`src/rtl/aud_clkgen_pkg.sv`:
```
package aud_clkgen_pkg;

    typedef enum logic [2:0] {
        RC_128  = 3'd0,
        RC_192  = 3'd1,
        RC_256  = 3'd2,
        RC_384  = 3'd3,
        RC_512  = 3'd4,
        RC_768  = 3'd5,
        RC_RSV6 = 3'd6,
        RC_RSV7 = 3'd7
    } rate_code_e;

    // Frame length after reset and for reserved codes
    localparam int unsigned RST_RATIO = 256;

endpackage

```
`src/rtl/aud_rate_decode.sv`:
```
module aud_rate_decode
    import aud_clkgen_pkg::*;
#(
    parameter int unsigned BITS_PER_FRAME = 64,
    parameter int unsigned DIV_W          = 4
) (
    input  logic [2:0]       code_i,
    output logic [DIV_W-1:0] div_o,
    output logic             dac_only_o,
    output logic             hi_os_ok_o
);

    int unsigned ratio;

    always_comb begin
        dac_only_o = 1'b0;
        hi_os_ok_o = 1'b0;
        unique case (rate_code_e'(code_i))
            RC_128: begin ratio = 128; dac_only_o = 1'b1; end
            RC_192: begin ratio = 192; dac_only_o = 1'b1; end
            RC_384: begin ratio = 384; hi_os_ok_o = 1'b1; end
            RC_512: ratio = 512;
            RC_768: ratio = 768;
            default: begin ratio = RST_RATIO; hi_os_ok_o = 1'b1; end
        endcase
        div_o = DIV_W'(ratio / BITS_PER_FRAME);
    end

endmodule

```
`src/rtl/aud_frame_div.sv`:
```
module aud_frame_div #(
    parameter int unsigned BITS_PER_FRAME = 64,
    parameter int unsigned DIV_W          = 4,
    parameter int unsigned RST_DIV        = 4
) (
    input  logic             clk,
    input  logic             rst_n,
    input  logic [DIV_W-1:0] nxt_div_i,
    input  logic             nxt_dac_only_i,
    input  logic             nxt_hi_os_ok_i,
    output logic             frame_clk_o,
    output logic             bit_clk_o,
    output logic             dac_only_o,
    output logic             hi_os_ok_o
);

    localparam int unsigned BIT_W = $clog2(BITS_PER_FRAME);
    localparam int unsigned HALF  = BITS_PER_FRAME / 2;

    typedef struct packed {
        logic [DIV_W-1:0] div;
        logic             dac_only;
        logic             hi_os_ok;
        logic [DIV_W-1:0] cnt;
        logic [BIT_W-1:0] slot;
        logic             fclk;
        logic             bclk;
    } state_t;

    state_t s_d, s_q;
    logic   slot_end, frame_end;

    always_comb begin
        s_d       = s_q;
        slot_end  = (s_q.cnt == s_q.div - DIV_W'(1));
        frame_end = slot_end && (s_q.slot == BIT_W'(BITS_PER_FRAME - 1));
        if (slot_end) begin
            s_d.cnt  = '0;
            s_d.slot = frame_end ? '0 : s_q.slot + BIT_W'(1);
        end else begin
            s_d.cnt  = s_q.cnt + DIV_W'(1);
        end
        if (frame_end) begin
            s_d.div      = nxt_div_i;
            s_d.dac_only = nxt_dac_only_i;
            s_d.hi_os_ok = nxt_hi_os_ok_i;
        end
        s_d.fclk = (s_d.slot < BIT_W'(HALF));
        s_d.bclk = (s_d.cnt >= (s_d.div >> 1));
    end

    always_ff @(posedge clk or negedge rst_n) begin
        if (!rst_n) begin
            s_q.div      <= DIV_W'(RST_DIV);
            s_q.dac_only <= 1'b0;
            s_q.hi_os_ok <= 1'b1;
            s_q.cnt      <= '0;
            s_q.slot     <= '0;
            s_q.fclk     <= 1'b1;
            s_q.bclk     <= 1'b0;
        end else begin
            s_q <= s_d;
        end
    end

    assign frame_clk_o = s_q.fclk;
    assign bit_clk_o   = s_q.bclk;
    assign dac_only_o  = s_q.dac_only;
    assign hi_os_ok_o  = s_q.hi_os_ok;

    AST_FCLK_ON_BCLK_FALL: assert property (@(posedge clk) disable iff (!rst_n)
        !$stable(s_q.fclk) |-> (!s_q.bclk && $past(s_q.bclk)));

    AST_SLOT_CNT_RANGE: assert property (@(posedge clk) disable iff (!rst_n)
        s_q.cnt < s_q.div);

    AST_RATE_HELD_MIDFRAME: assert property (@(posedge clk) disable iff (!rst_n)
        !frame_end |=> ($stable(s_q.div) && $stable(s_q.dac_only) && $stable(s_q.hi_os_ok)));

    AST_LEFT_AT_FRAME_START: assert property (@(posedge clk) disable iff (!rst_n)
        frame_end |=> (s_q.fclk && s_q.slot == '0 && s_q.cnt == '0));

endmodule

```
`src/rtl/aud_master_clkgen.sv`:
```
module aud_master_clkgen
    import aud_clkgen_pkg::*;
#(
    parameter int unsigned BITS_PER_FRAME = 64,
    parameter int unsigned DIV_W          = 4
) (
    input  logic       mclk,
    input  logic       rst_n,
    input  logic [2:0] rate_code,
    input  logic       adc_en,
    input  logic       os64_req,
    output logic       frame_clk,
    output logic       bit_clk,
    output logic       os64_eff,
    output logic       adc_mode_err
);

    localparam int unsigned RST_DIV = RST_RATIO / BITS_PER_FRAME;

    logic [DIV_W-1:0] nxt_div;
    logic             nxt_dac_only, nxt_hi_os_ok;
    logic             act_dac_only, act_hi_os_ok;

    aud_rate_decode #(
        .BITS_PER_FRAME(BITS_PER_FRAME),
        .DIV_W         (DIV_W)
    ) u_dec (
        .code_i     (rate_code),
        .div_o      (nxt_div),
        .dac_only_o (nxt_dac_only),
        .hi_os_ok_o (nxt_hi_os_ok)
    );

    aud_frame_div #(
        .BITS_PER_FRAME(BITS_PER_FRAME),
        .DIV_W         (DIV_W),
        .RST_DIV       (RST_DIV)
    ) u_div (
        .clk            (mclk),
        .rst_n          (rst_n),
        .nxt_div_i      (nxt_div),
        .nxt_dac_only_i (nxt_dac_only),
        .nxt_hi_os_ok_i (nxt_hi_os_ok),
        .frame_clk_o    (frame_clk),
        .bit_clk_o      (bit_clk),
        .dac_only_o     (act_dac_only),
        .hi_os_ok_o     (act_hi_os_ok)
    );

    assign os64_eff     = os64_req & act_hi_os_ok;
    assign adc_mode_err = adc_en & act_dac_only;

    AST_ERR_NOT_WITH_HI_OS: assert property (@(posedge mclk) disable iff (!rst_n)
        !(adc_mode_err && os64_eff));

endmodule

```
`config.mk`:
```
export PLATFORM = sky130hd
export DESIGN_NAME = aud_master_clkgen
export DESIGN_NICKNAME = d
export VERILOG_FILES = /design/src/rtl/aud_clkgen_pkg.sv /design/src/rtl/aud_rate_decode.sv /design/src/rtl/aud_frame_div.sv /design/src/rtl/aud_master_clkgen.sv
export SDC_FILE = /design/constraint.sdc
export NUM_CORES = 1
export LEC_CHECK = 0
export BUFFER_PORTS_ARGS = -buffer_cell sky130_fd_sc_hd__buf_2
export CORE_AREA = 4 4 48 50
export CTS_BUF_LIST = sky130_fd_sc_hd__clkbuf_8
export CTS_CLUSTER_SIZE = 30
export DETAILED_ROUTE_END_ITERATION = 16
export DIE_AREA = 0 0 52 54
export GPL_ROUTABILITY_DRIVEN = 0
export MAX_ROUTING_LAYER = met4
export PLACE_DENSITY = 0.72
export SYNTH_ARGS = -nofsm -noshare
export SYNTH_HDL_FRONTEND = slang
export SYNTH_SLANG_ARGS = --single-unit
```
`constraint.sdc`:
```
create_clock -name mclk -period 6.54 [get_ports mclk]
set_input_delay 0.981 -clock mclk [delete_from_list [all_inputs] [get_ports mclk]]
set_output_delay 0.981 -clock mclk [all_outputs]
set_load 0.02 [all_outputs]
```
==> results.ini <==
[status]
status = complete, no violations

[flow_run]
drv_cap = 0

[cells_and_area]
syn2layout_area_growth_pct = 14.1
fin_nets = 117
antenna_cells = 0
multi_input_comb_area_um2 = 515
seqCellArea_um2 = 454
nFillCells = 159
drive_above_1_share = 0.252

[cts]
cts_root_buf = clkbuf_8
htree_levels = 1
tritoncts = yes
hold_buffers = 0
cts_num_sinks = 18
clockBufferDepth = 2
cts.reportedPaths.clkPinSlew_ps = 70
worst_skew_pair.late_latency_ps = 250
cts_buffers = 3
cts_resized = 0
cts_setup_buffers = 0

[global_routing]
overflow = 0
grt_pass1_vias = 653
antenna_found_initial = 0
grt_max_degree = 19
grt_first_pass_wirelength_mm = 2.84
track_usage = 0.148

[timing]
slew_viol_final = 0
tns_ps = 0
finalHoldViolations = 0
setup_viol = 0
slew_headroom = 0.461
period_needed_ps = 2820
tightest_slew_ps = 803
rsz0062_at_grt = false
timing.fmax_mhz = 355
clock-skew-final_ps = 1.22
finalCritPeriodShare = 0.431

[setup_path]
crit_fanout = 9
cp.required_ps = 6670
start_kind = flip-flop
worstRegToRegCells = 11
critPathArrivalTime_ps = 2940
end_kind = flip-flop
path_class = reg -> reg

[detailed_routing]
first_pass_iters = 4
drt_wl_total_mm = 1.59
ant_nets = 0
vias_per_cell = 5.22
wire_per_inst_um = 12.2
drt-initial-drc-count = 17
vias = 679
drc = 0

[synth]
yosysWarnings = 0
synth_ff_type = dfrtp_1
synth_top_cell_by_area = dfrtp_1
synth_cells = 89
synth_area_um2 = 985
yosysUniqueCellTypes = 27
ys_seq_area_frac = 0.461
synthArstFlopShare = 1.00
avgSynthCellArea_um2 = 11.1
ys_seq_elements = 18
synth-edff-count = 0
syn_nets = 102
synth_top_area_share = 0.381
synth.area.top_cells = dfrtp_1 38%, dfstp_2 8.0%, ha_1 7.6%

[worst_hold_path]
whs_path_depth = 1
hold_class = reg -> reg

[power]
ir_worst_vdd_mv = 0.102
p_total_w = 0.000208
p_leak_nw = 0.510
powerDensity_mw_per_mm2 = 185

[die]
fp.dieH_um = 54
dieArea_mm2 = 0.00281
chipWidth_um = 52
core_mm2 = 0.00190
boundaryPins = 11
rows = 16
initial_utilization = 0.518

[placement]
hpwlAfterDp_mm = 1.18
io_buffers = 10

worst paths after layout:
check | from | to | slack [ps]
setup / recovery | u_div.s_q[14] | u_div.bit_clk_o | 3720
hold / removal | u_div.s_q[6] | u_div.s_q[6] | 470
setup reg to reg | u_div.s_q[14] | u_div.bit_clk_o | 3720
hold reg to reg | u_div.s_q[6] | u_div.s_q[6] | 470
max in group asynchronous | rst_n | u_div.hi_os_ok_o | 5590
min in group asynchronous | rst_n | u_div.s_q[17] | 640
worst max-delay path, cell delays in order, from the launching register on:
cell and delay (ps):
dfrtp_1 380, inv_1 70, ha_1 300, xor2_1 160, nand3_2 210, nor3_4 380
mux2_2 400, ha_1 260, nand2b_1 140, a21o_1 170, a21oi_1 130, o21ai_0 90
synth_stat cells (all sizes together), types with 2 or more instances:
cell,number
a21o,2
a21oi,2
and2,5
dfrtp,15
dfstp,3
ha,6
inv,4
mux2,5
mux2i,3
nand2,5
nand2b,3
nand3,3
nor2,5
nor3,5
o21ai,6
o31ai,2
xnor2,3
xor2,5
stage by stage:
stage / utilization / cells / setup WS, ps / instance area [um^2] / hold slack [ps]
2_1_floorplan: - / 89 / 3930 / 985 / 435
3_3_place_gp: 0.562 / 126 / 3750 / 1070 / 451
3_5_place_dp: 0.562 / 126 / 3700 / 1070 / 452
4_1_cts: 0.591 / 130 / 3680 / 1120 / 465
5_1_grt: 0.591 / 130 / 3480 / 1120 / 489
6_report: 0.591 / 130 / 3720 / 1120 / 474
cell usage in the layout (no fill, tap or decap), types with 2 or more instances in the layout:
| master | netlist | final |
|---|---|---|
| nor3_1 | 4 | 4 |
| a21oi_1 | 2 | 2 |
| ha_1 | 6 | 6 |
| and2_1 | 5 | 5 |
| dfstp_2 | 3 | 3 |
| a21o_1 | 2 | 2 |
| nand2b_1 | 3 | 3 |
| nand3_1 | 2 | 2 |
| mux2i_1 | 3 | 3 |
| buf_2 | 0 | 10 |
| o21ai_0 | 6 | 6 |
| dfrtp_1 | 15 | 15 |
| xor2_1 | 5 | 5 |
| mux2_2 | 5 | 5 |
| nor2_1 | 5 | 5 |
| clkbuf_8 | 0 | 4 |
| nand2_1 | 5 | 5 |
| xnor2_1 | 3 | 3 |
| o31ai_1 | 2 | 2 |
| inv_1 | 4 | 4 |
state kept, by name, summed over array words and instances, names as in the netlist:
signal / cells
u_div.s_q: 14
u_div.bit_clk_o: 1
u_div.dac_only_o: 1
u_div.frame_clk_o: 1
u_div.hi_os_ok_o: 1
where the power goes:
group | leakage [nW] | switching [W] | total, W | internal [W]
Combinational | 0.266 | 0.00000373 | 0.00000574 | 0.00000201
Sequential | 0.216 | 0 | 0.000111 | 0.000111
Clock | 0.0288 | 0.0000369 | 0.0000904 | 0.0000535
cell type report:
cell class              count  area share
clock buffers               4      0.0490
inverters                   4      0.0134
multi-input cells          67       0.459
flip-flops and latches     18       0.404
well taps                  27      0.0301
repair buffers             10      0.0445
per-layer routing:
metal	track usage	share of wire
met1	0.180	0.45
met2	0.201	0.47
met3	0.0582	0.045
met4	0.100	0.030
met5	-	0
logic make-up after synthesis:
group,after synthesis,synth area share
AND/OR/NAND/NOR,29,0.165
flip-flops,18,0.461
adder cells (fa/ha/maj),6,0.0762
multiplexers,8,0.0877
XOR/XNOR,9,0.0978
buffers and inverters,4,0.0152
AO/OA/AOI/OAI,15,0.0966
Power figures use the tool's default switching activity.
